==> config.mk <==
export PLATFORM = sky130hd
export DESIGN_NAME = rtc_host_regs
export DESIGN_NICKNAME = d
export VERILOG_FILES = /design/src/rtl/rtc_host_pkg.sv /design/src/rtl/rtc_index_reg.sv /design/src/rtl/rtc_byte_store.sv /design/src/rtl/rtc_ctrl_regs.sv /design/src/rtl/rtc_host_regs.sv
export SDC_FILE = /design/constraint.sdc
export NUM_CORES = 2
export LEC_CHECK = 0
export CAP_MARGIN = 0
export CORE_AREA = 5 5 353 389
export DETAILED_ROUTE_END_ITERATION = 12
export DIE_AREA = 0 0 358 394
export DONT_BUFFER_PORTS = 1
export SKIP_CTS_REPAIR_TIMING = 1
export SYNTH_ARGS = -nofsm -noshare
export SYNTH_HDL_FRONTEND = slang
export SYNTH_SLANG_ARGS = --single-unit
==> constraint.sdc <==
create_clock -name clk -period 9.3 [get_ports clk]
set_input_delay 1.86 -clock clk [delete_from_list [all_inputs] [get_ports clk]]
set_output_delay 1.86 -clock clk [all_outputs]
set_load 0.005 [all_outputs]
==> src/rtl/rtc_host_pkg.sv <==
package rtc_host_pkg;

  localparam int unsigned REG_W = 8;

  localparam int unsigned IDX_A = 10;
  localparam int unsigned IDX_B = 11;
  localparam int unsigned IDX_C = 12;
  localparam int unsigned IDX_D = 13;

  localparam logic [REG_W-1:0] RST_A     = 8'h26;
  localparam logic [REG_W-1:0] RST_B     = 8'h02;
  localparam logic [REG_W-1:0] FIXED_D   = 8'h80;
  localparam logic [REG_W-1:0] IDX_RDVAL = 8'hFF;

  // control byte B
  localparam int unsigned B_HOLD = 7;
  localparam int unsigned B_PEN  = 6;
  localparam int unsigned B_AEN  = 5;
  localparam int unsigned B_UEN  = 4;
  localparam int unsigned B_SQW  = 3;
  localparam int unsigned B_BIN  = 2;
  localparam int unsigned B_H24  = 1;

  // status byte C
  localparam int unsigned C_SUM = 7;
  localparam int unsigned C_PER = 6;
  localparam int unsigned C_ALM = 5;
  localparam int unsigned C_UPD = 4;

  // control byte A
  localparam int unsigned A_UIP = 7;

  typedef struct packed {
    logic per;
    logic alm;
    logic upd;
  } evt_t;

  function automatic logic is_time_idx(input int unsigned i);
    return (i == 0) || (i == 2) || (i == 4) || (i == 6) ||
           (i == 7) || (i == 8) || (i == 9);
  endfunction

  function automatic logic is_ctl_idx(input int unsigned i);
    return (i >= IDX_A) && (i <= IDX_D);
  endfunction

endpackage

==> src/rtl/rtc_index_reg.sv <==
module rtc_index_reg #(
  parameter int unsigned IDX_W = 7
) (
  input  logic             clk,
  input  logic             rst_n,
  input  logic             ld_i,
  input  logic [IDX_W-1:0] d_i,
  output logic [IDX_W-1:0] q_o
);

  logic [IDX_W-1:0] idx_q;

  always_ff @(posedge clk or negedge rst_n) begin
    if (!rst_n)    idx_q <= '0;
    else if (ld_i) idx_q <= d_i;
  end

  assign q_o = idx_q;

endmodule

==> src/rtl/rtc_byte_store.sv <==
module rtc_byte_store #(
  parameter int unsigned DEPTH = 128,
  parameter int unsigned IDX_W = 7,
  parameter int unsigned W     = 8
) (
  input  logic             clk,
  input  logic             rst_n,
  input  logic             hwe_i,
  input  logic [IDX_W-1:0] hidx_i,
  input  logic [W-1:0]     hdat_i,
  input  logic             awe_i,
  input  logic [IDX_W-1:0] aidx_i,
  input  logic [W-1:0]     adat_i,
  input  logic [IDX_W-1:0] ra0_i,
  output logic [W-1:0]     rd0_o,
  input  logic [IDX_W-1:0] ra1_i,
  output logic [W-1:0]     rd1_o
);

  logic [W-1:0] flat [DEPTH];

  for (genvar g = 0; g < DEPTH; g++) begin : g_byte
    logic         hsel;
    logic         asel;
    logic         en;
    logic [W-1:0] nxt;
    logic [W-1:0] byte_q;

    assign hsel = hwe_i && (hidx_i == IDX_W'(g));
    assign asel = awe_i && (aidx_i == IDX_W'(g));
    assign en   = hsel || asel;
    assign nxt  = hsel ? hdat_i : adat_i;   // host port has priority

    always_ff @(posedge clk or negedge rst_n) begin
      if (!rst_n)  byte_q <= '0;
      else if (en) byte_q <= nxt;
    end

    assign flat[g] = byte_q;
  end

  assign rd0_o = flat[ra0_i];
  assign rd1_o = flat[ra1_i];

endmodule

==> src/rtl/rtc_ctrl_regs.sv <==
module rtc_ctrl_regs
  import rtc_host_pkg::*;
(
  input  logic             clk,
  input  logic             rst_n,
  input  logic             soft_clr_i,
  input  logic             wr_a_i,
  input  logic             wr_b_i,
  input  logic             wr_time_i,
  input  logic             rd_c_i,
  input  logic [REG_W-1:0] wdata_i,
  input  evt_t             evt_i,
  input  logic             uip_set_i,
  output logic [REG_W-1:0] reg_a_o,
  output logic [REG_W-1:0] reg_b_o,
  output logic [REG_W-1:0] reg_c_o,
  output logic             cal_load_o,
  output logic             cal_render_o,
  output logic             irq_o
);

  logic [REG_W-1:0] a_q, a_d, b_q, b_d, c_q, c_d;
  evt_t             pend_q, pend_d, evt_all;
  logic             load_q, load_d, rend_q, rend_d;

  always_comb begin
    a_d     = a_q;
    b_d     = b_q;
    c_d     = c_q;
    pend_d  = '0;
    load_d  = 1'b0;
    rend_d  = 1'b0;
    evt_all = evt_i | pend_q;

    if (wr_a_i) a_d[A_UIP-1:0] = wdata_i[A_UIP-1:0];
    if (uip_set_i && !b_q[B_HOLD]) a_d[A_UIP] = 1'b1;
    if (evt_i.upd || (wr_b_i && wdata_i[B_HOLD])) a_d[A_UIP] = 1'b0;

    if (wr_b_i) begin
      b_d = wdata_i;
      if (wdata_i[B_HOLD]) b_d[B_UEN] = 1'b0;
      load_d = !wdata_i[B_HOLD] && b_q[B_HOLD];
      rend_d = !wdata_i[B_HOLD] &&
               (wdata_i[B_BIN:B_H24] != b_q[B_BIN:B_H24]);
    end
    if (wr_time_i && !b_q[B_HOLD]) load_d = 1'b1;

    if (soft_clr_i) begin
      b_d[B_PEN] = 1'b0;
      b_d[B_AEN] = 1'b0;
      b_d[B_SQW] = 1'b0;
      c_d        = '0;
    end else if (rd_c_i) begin
      c_d    = '0;
      pend_d = evt_all;           // events of the clearing cycle wait one cycle
    end else begin
      if (evt_all.per) c_d[C_PER] = 1'b1;
      if (evt_all.alm) c_d[C_ALM] = 1'b1;
      if (evt_all.upd) c_d[C_UPD] = 1'b1;
      if ((evt_all.per && b_q[B_PEN]) || (evt_all.alm && b_q[B_AEN]) ||
          (evt_all.upd && b_q[B_UEN]))
        c_d[C_SUM] = 1'b1;
    end
  end

  always_ff @(posedge clk or negedge rst_n) begin
    if (!rst_n) begin
      a_q    <= RST_A;
      b_q    <= RST_B;
      c_q    <= '0;
      pend_q <= '0;
      load_q <= 1'b0;
      rend_q <= 1'b0;
    end else begin
      a_q    <= a_d;
      b_q    <= b_d;
      c_q    <= c_d;
      pend_q <= pend_d;
      load_q <= load_d;
      rend_q <= rend_d;
    end
  end

  assign reg_a_o      = a_q;
  assign reg_b_o      = b_q;
  assign reg_c_o      = c_q;
  assign cal_load_o   = load_q;
  assign cal_render_o = rend_q;
  assign irq_o        = c_q[C_SUM];

endmodule

==> src/rtl/rtc_host_regs.sv <==
module rtc_host_regs
  import rtc_host_pkg::*;
#(
  parameter int unsigned DEPTH = 128,
  localparam int unsigned IDX_W = $clog2(DEPTH)
) (
  input  logic             clk,
  input  logic             rst_n,
  input  logic             soft_clr_i,
  input  logic             bus_cs_i,
  input  logic             bus_we_i,
  input  logic             bus_addr_i,
  input  logic [7:0]       bus_wdata_i,
  output logic [7:0]       bus_rdata_o,
  input  logic             per_set_i,
  input  logic             alm_set_i,
  input  logic             upd_set_i,
  input  logic             uip_set_i,
  input  logic             cal_wr_i,
  input  logic [IDX_W-1:0] cal_idx_i,
  input  logic [7:0]       cal_data_i,
  input  logic [IDX_W-1:0] cal_rd_idx_i,
  output logic [7:0]       cal_rd_data_o,
  output logic             cal_load_o,
  output logic             cal_render_o,
  output logic             hold_o,
  output logic             bin_mode_o,
  output logic             h24_o,
  output logic             irq_o
);

  logic [IDX_W-1:0] idx_q;
  logic             host_wr, host_rd, idx_ld, dat_wr;
  logic             cur_ctl, cur_time, cal_ctl;
  logic             st_hwe, st_awe, wr_a, wr_b, wr_time, rd_c;
  logic [REG_W-1:0] st_rd0, st_rd1, ctl_a, ctl_b, ctl_c;
  evt_t             evt;

  function automatic logic [REG_W-1:0] pick(input int unsigned i,
                                            input logic [REG_W-1:0] mem,
                                            input logic [REG_W-1:0] a,
                                            input logic [REG_W-1:0] b,
                                            input logic [REG_W-1:0] c);
    case (i)
      IDX_A:   return a;
      IDX_B:   return b;
      IDX_C:   return c;
      IDX_D:   return FIXED_D;
      default: return mem;
    endcase
  endfunction

  assign host_wr  = bus_cs_i && bus_we_i;
  assign host_rd  = bus_cs_i && !bus_we_i;
  assign idx_ld   = host_wr && !bus_addr_i;
  assign dat_wr   = host_wr && bus_addr_i;
  assign cur_ctl  = is_ctl_idx(32'(idx_q));
  assign cur_time = is_time_idx(32'(idx_q));
  assign cal_ctl  = is_ctl_idx(32'(cal_idx_i));

  assign st_hwe  = dat_wr && !cur_ctl;
  assign st_awe  = cal_wr_i && !cal_ctl;
  assign wr_a    = dat_wr && (32'(idx_q) == IDX_A);
  assign wr_b    = dat_wr && (32'(idx_q) == IDX_B);
  assign wr_time = dat_wr && cur_time;
  assign rd_c    = host_rd && bus_addr_i && (32'(idx_q) == IDX_C);
  assign evt     = '{per: per_set_i, alm: alm_set_i, upd: upd_set_i};

  rtc_index_reg #(.IDX_W(IDX_W)) u_idx (
    .clk   (clk),
    .rst_n (rst_n),
    .ld_i  (idx_ld),
    .d_i   (bus_wdata_i[IDX_W-1:0]),
    .q_o   (idx_q)
  );

  rtc_byte_store #(.DEPTH(DEPTH), .IDX_W(IDX_W), .W(REG_W)) u_store (
    .clk    (clk),
    .rst_n  (rst_n),
    .hwe_i  (st_hwe),
    .hidx_i (idx_q),
    .hdat_i (bus_wdata_i),
    .awe_i  (st_awe),
    .aidx_i (cal_idx_i),
    .adat_i (cal_data_i),
    .ra0_i  (idx_q),
    .rd0_o  (st_rd0),
    .ra1_i  (cal_rd_idx_i),
    .rd1_o  (st_rd1)
  );

  rtc_ctrl_regs u_ctl (
    .clk          (clk),
    .rst_n        (rst_n),
    .soft_clr_i   (soft_clr_i),
    .wr_a_i       (wr_a),
    .wr_b_i       (wr_b),
    .wr_time_i    (wr_time),
    .rd_c_i       (rd_c),
    .wdata_i      (bus_wdata_i),
    .evt_i        (evt),
    .uip_set_i    (uip_set_i),
    .reg_a_o      (ctl_a),
    .reg_b_o      (ctl_b),
    .reg_c_o      (ctl_c),
    .cal_load_o   (cal_load_o),
    .cal_render_o (cal_render_o),
    .irq_o        (irq_o)
  );

  assign bus_rdata_o   = bus_addr_i ? pick(32'(idx_q), st_rd0, ctl_a, ctl_b, ctl_c)
                                    : IDX_RDVAL;
  assign cal_rd_data_o = pick(32'(cal_rd_idx_i), st_rd1, ctl_a, ctl_b, ctl_c);
  assign hold_o        = ctl_b[B_HOLD];
  assign bin_mode_o    = ctl_b[B_BIN];
  assign h24_o         = ctl_b[B_H24];

endmodule

# After elaboration in Yosys (flattened, before gate mapping)

Index checks and enable logic that the tools add are counted.

Add/sub/neg operators: 0
Multipliers: 0
Div/mod/pow operators: 0
$lt $le $gt $ge: 6
Equal/unequal tests: 259
Shifts and indexed selects: 0
Mux-type cells: 155
Bitwise logic cells: 3
Reduce and logical (&&, ||, !) cells: 429

Operators with widths:

| operator           | number |
|---|---|
| $mux 8             | 134 |
| $eq 7x7->1 const B | 128 |
| $eq 7x6->1 const B | 64 |
| $logic_and 1x1->1  | 277 |
| $eq 7x5->1 const B | 32 |
| $eq 7x4->1 const B | 20 |
| $logic_or 1x1->1   | 137 |
| $bmux 8 s7         | 2 |
| $pmux 8 s4         | 2 |
| $eq 7x3->1 const B | 8 |
| $eq 7x2->1 const B | 4 |
| $ge 8x8->1 const B | 2 |
| $not 7->8          | 2 |
| $eq 7x1->1 const B | 2 |
| $ge 7x4->1 const B | 2 |
| $le 7x4->1 const B | 2 |
| $logic_not 7->1    | 2 |
| $reduce_bool 3->1  | 4 |
| $mux 1             | 11 |
| $mux 4             | 2 |
| $mux 7             | 1 |
| $logic_not 1->1    | 6 |
| $mux 3             | 2 |
| $reduce_bool 2->1  | 3 |
| other kinds (3)    | 3 |

Register bits after elaboration: 1,060
Bits in latches: 0
Memory bits (writable): 0
Memory bits (read-only): 0
Input port bits: 41
Output and inout port bits: 22
Word-level logic and storage cells: 995
Memories kept: 0

# Longest topological paths before layout

Depth after elaboration: 10
Mapped depth: 12
Depth with buffers taken out: 6

# Modules after synthesis

Synthesis repeated with hierarchy kept, for this count alone.

Cells, all modules: 5,885
Area, all modules: 66,673.9 µm²

By module, submodules not included:

| module         | times used | cells an instance | area each (µm²) | seq. area each (µm²) |
|---|---|---|---|---|
| rtc_byte_store | 1          | 5,691             | 64,599.5        | 25,624.6 |
| rtc_ctrl_regs  | 1          | 79                | 1,031.0         | 630.6 |
| rtc_host_regs  | 1          | 100               | 752.0           | 0.0 |
| rtc_index_reg  | 1          | 15                | 291.5           | 175.2 |

# Worst setup path after synthesis

No wires, ideal clock.

Path type: input to output
From: input port cal_rd_idx_i[0]
To: output port cal_rd_data_o[0]
Arrival time: 3,903 ps
Required time: 7,440 ps
Path slack: 3,537 ps
Cell stages on the path: 8
Buffers on the path: 3
Path through: buf_2 buf_6 buf_2 mux4_2 mux4_2 a22oi_1 a21oi_1 a21o_1

Longest elaborated chain between the ends: 5
Elaborated cells between the ends (all ways): 9
Classes of those cells: 4 x eq/ne; 4 x mux; 1 x bitwise

RTL lines:

| item                                      | RTL line             | text |
|---|---|---|
| start, declared                           | rtc_host_regs.sv:22  | `input logic [IDX_W-1:0] cal_rd_idx_i,` |
| $not 7->8 (implied by the code)           | rtc_byte_store.sv:43 | `assign rd1_o = flat[ra1_i];` |
| $bmux 8 s7                                | rtc_byte_store.sv:43 |  |
| $mux 8 (implied by the code) (2 in a row) | rtc_byte_store.sv:43 |  |
| $pmux 8 s4 (*)                            | rtc_host_regs.sv:44  | `case (i)` |
| end, declared                             | rtc_host_regs.sv:23  | `output logic [7:0] cal_rd_data_o,` |

Every way passes the cells marked *; elsewhere a longest branch is shown, timed or not. The select of a mux whose other input is x is not followed.

# Worst setup path after layout

From: input port cal_rd_idx_i[0]
To: output port cal_rd_data_o[5]

The elaborated chain is that of the path after synthesis.

==> impl_metrics.yaml <==
status:
  outcome: "finished, violations left"
  failed_checks: "max-capacitance violations"
yosys:
  synth-warning-count: 0
  synth_commonest_cells: "mux2i_1 (1067), dfrtp_1 (1052), nand2_1 (951), o21ai_0 (768), mux4_2 (565)"
  syn_nets: 6168
  synth-seq-cells: 1056
  number_of_enable_type_register_cells_in_the_synthesized_netlist: 0
  post_synthesis_sequential_area_ratio_pct: 40.1
  synth.distinct_cells: 78
  synth.most_common_cell: "mux2i_1"
  synth_async_sr_flop_share_pct: 100
  synth.top_cells.by_area: "dfrtp_1 (40%), mux4_2 (19%), mux2i_1 (16%)"
  synth_top_area_share_pct: 39.9
  combined_area_of_all_synthesized_cells_sq_um: 65900
  syn_inst: 6127
  postSynth.topFlopCell: "dfrtp_1"
  avgSynthCellArea_sq_um: 10.8
  synthDominantAreaCellType: "dfrtp_1"
detailed_routing:
  totalWireLength_microns: 255000
  detailedRoute.firstPassIterationCount: 6
  wl_met3_microns: 30500
  route.detailed.drc: 0
  drt.antenna.violating_nets: 0
  detail_route.iter0.violations: 6818
  length_of_routed_wiring_on_met1_microns: 95800
  route.met2.wl_microns: 111000
  top_layer: "met5"
  vias_per_cell: 6.84
  routed_wire_length_per_instance_microns: 33.5
  via_count: 52000
setup_path:
  critPathArrivalTime_ns: 5.37
  crit_fanout: 249
  start_kind: "input pin"
  worst_ep_required_time_ns: 7.44
  crit_path_top_delay_cell: "a2111oi_0"
  critPathKind: "input pin to output port"
  crit_path_end_kind: "output port"
  timing.critical_path.cells: "mux4_2, nor2b_1, a211oi_1, a2111oi_0, buf_4, o41ai_1, a41oi_1"
  crit_path_max_incr_delay_ns: 1.24
sta:
  number_of_pins_exceeding_their_max_slew_limit_in_the_final_report: 0
  rsz_0062_raised_after_global_routing: "no"
  timing.final.hold_violations: 0
  fin_skew_ns: 0.0383
  layout_min_cycle_time_ns: 7.23
  slew-limit-headroom_pct: 2.28
  period_share_pct: 77.7
  worst_pin_slew_ns: 1.43
  max_freq_ghz: 0.138
  setup_viol_count_final: 0
  totalNegativeSetupSlack_ns: 0
floorplan:
  start_util_pct: 49.4
  die_x_microns: 358
  design.portCount: 63
  die_h_microns: 394
  core.rowCount: 141
  fp.coreArea_sq_um: 133000
  floorplan.die_area_sq_um: 141000
clock_tree:
  cts.clk_slew.worst_paths_ns: 0.06
  ctsLongestPathBuffers: 3
  cts_buffers: 121
  htree_levels: 3
  clockRootBuffer: "clkbuf_16"
  tritoncts: "done"
  numClockSinks: 1056
  clk_latency_ns: 0.78
worst_hold_path:
  holdCritPathClass: "flip-flop to flip-flop"
layout:
  fin_nets: 5749
  post_route_cells_drive_above_1_share_pct: 15.9
  fin_cells: 7603
  area_growth_pct: 6.60
place:
  final_hpwl_dp_microns: 153000
  port_buffer_count: 0
  placed_cells_incl_taps: 7372
  globalplace.congestion: 0.977
power:
  powerDensity_nw_per_um2: 200
  design_power_total_mw: 14.1
  power.ir.vdd_worst_v: 0.000187
  cellLeakagePower_nw: 31.3
global_route:
  global_route_wire_length_before_repair_microns: 369000
  grt_antenna_before_repair: 18
  via_count_of_the_first_global_routing_pass: 49800
  grt_overflow: 0
  largest_net_degree_at_the_start_of_global_routing: 271
  grt.total_usage_pct: 35.8
run:
  max_cap_violations: 1
[state kept, by name (all words and copies together), names as in the netlist]
signal and count:
u_ctl.reg_a_o 8, u_idx.q_o 7, u_store.g_byte.byte_q 1024, u_ctl.reg_b_o 8, u_ctl.pend_q 3, u_ctl.cal_render_o 1, u_ctl.reg_c_o 4, u_ctl.cal_load_o 1
[per-stage QoR]
stage	cell area (sq um)	hold WS [ns]	util (%)	setup WS [ns]
2_1_floorplan	65900	0.440	-	3.54
3_3_place_gp	66200	0.376	49.6	2.55
3_5_place_dp	66200	0.382	49.6	2.67
4_1_cts	70300	0.394	52.7	2.50
5_1_grt	70300	0.402	52.7	2.12
6_report	70300	0.396	52.7	2.07
[path summary, 6_finish.rpt]
path	startpoint	to	slack, ns	cells after the start
max	cal_rd_idx_i[0]	cal_rd_data_o[5]	2.07	7
min	u_store.g_byte[12].byte_q[6]	u_store.g_byte[12].byte_q[6]	0.40	0
max reg2reg	u_idx.q_o[2]	u_store.g_byte[8].byte_q[2]	4.63	5
min reg2reg	u_store.g_byte[12].byte_q[6]	u_store.g_byte[12].byte_q[6]	0.40	0
max in group asynchronous	rst_n	u_store.g_byte[51].byte_q[3]	6.01	3
min in group asynchronous	rst_n	u_store.g_byte[123].byte_q[6]	1.05	1
[power breakdown]
part           switching (mW)  total (mW)  internal [mW]
clock                    2.13        5.03           2.90
sequential              0.624        5.90           5.28
combinational            1.65        3.12           1.47
[cell families after synthesis]
| group | synth area share (%) |
|---|---|
| AOI/OAI and AO/OA | 9.82 |
| xor gates and xnor gates | 0.0399 |
| buffers and inverters | 4.14 |
| DFF | 40.1 |
| muxes | 36.1 |
| and+or+nand+nor | 9.77 |
[routing by layer]
metal	track usage [%]	up-vias
met1	47.6	26500
met2	51.8	3182
li1	-	21600
met4	19.9	22
met3	11.8	711
met5	0.414	-
[critical path, delay by kind of cell]
family | cells | cell delay [ns]
AOI/OAI and AO/OA | 4 | 2.17
buffers and inverters | 1 | 0.29
muxes | 1 | 0.56
and+or+nand+nor | 1 | 0.13
[cell usage in the layout, fill, tap and decap left out, drive strengths merged, types with 12 or more instances in the layout]
cell and count:
a211oi 12, a21oi 264, a22oi 50, buf 68, clkbuf 171, clkinv 30, dfrtp 1052, mux2 38
mux2i 1067, mux4 565, nand2 951, nand2b 21, nand3 39, nand4 16, nor2 437, nor2b 30
nor3 25, o21ai 787
[layout make-up]
class                      count  area (sq um)
clock inverter                49           582
tap                         1787          2240
antenna                       11          27.5
fill                       11600         63100
inverter                       7          28.8
timing repair buffer          68           628
multi-input combinational   4454         36800
clock buffer                 171          3510
sequential                  1056         26400
No activity file was read; power rests on OpenSTA's default activity.
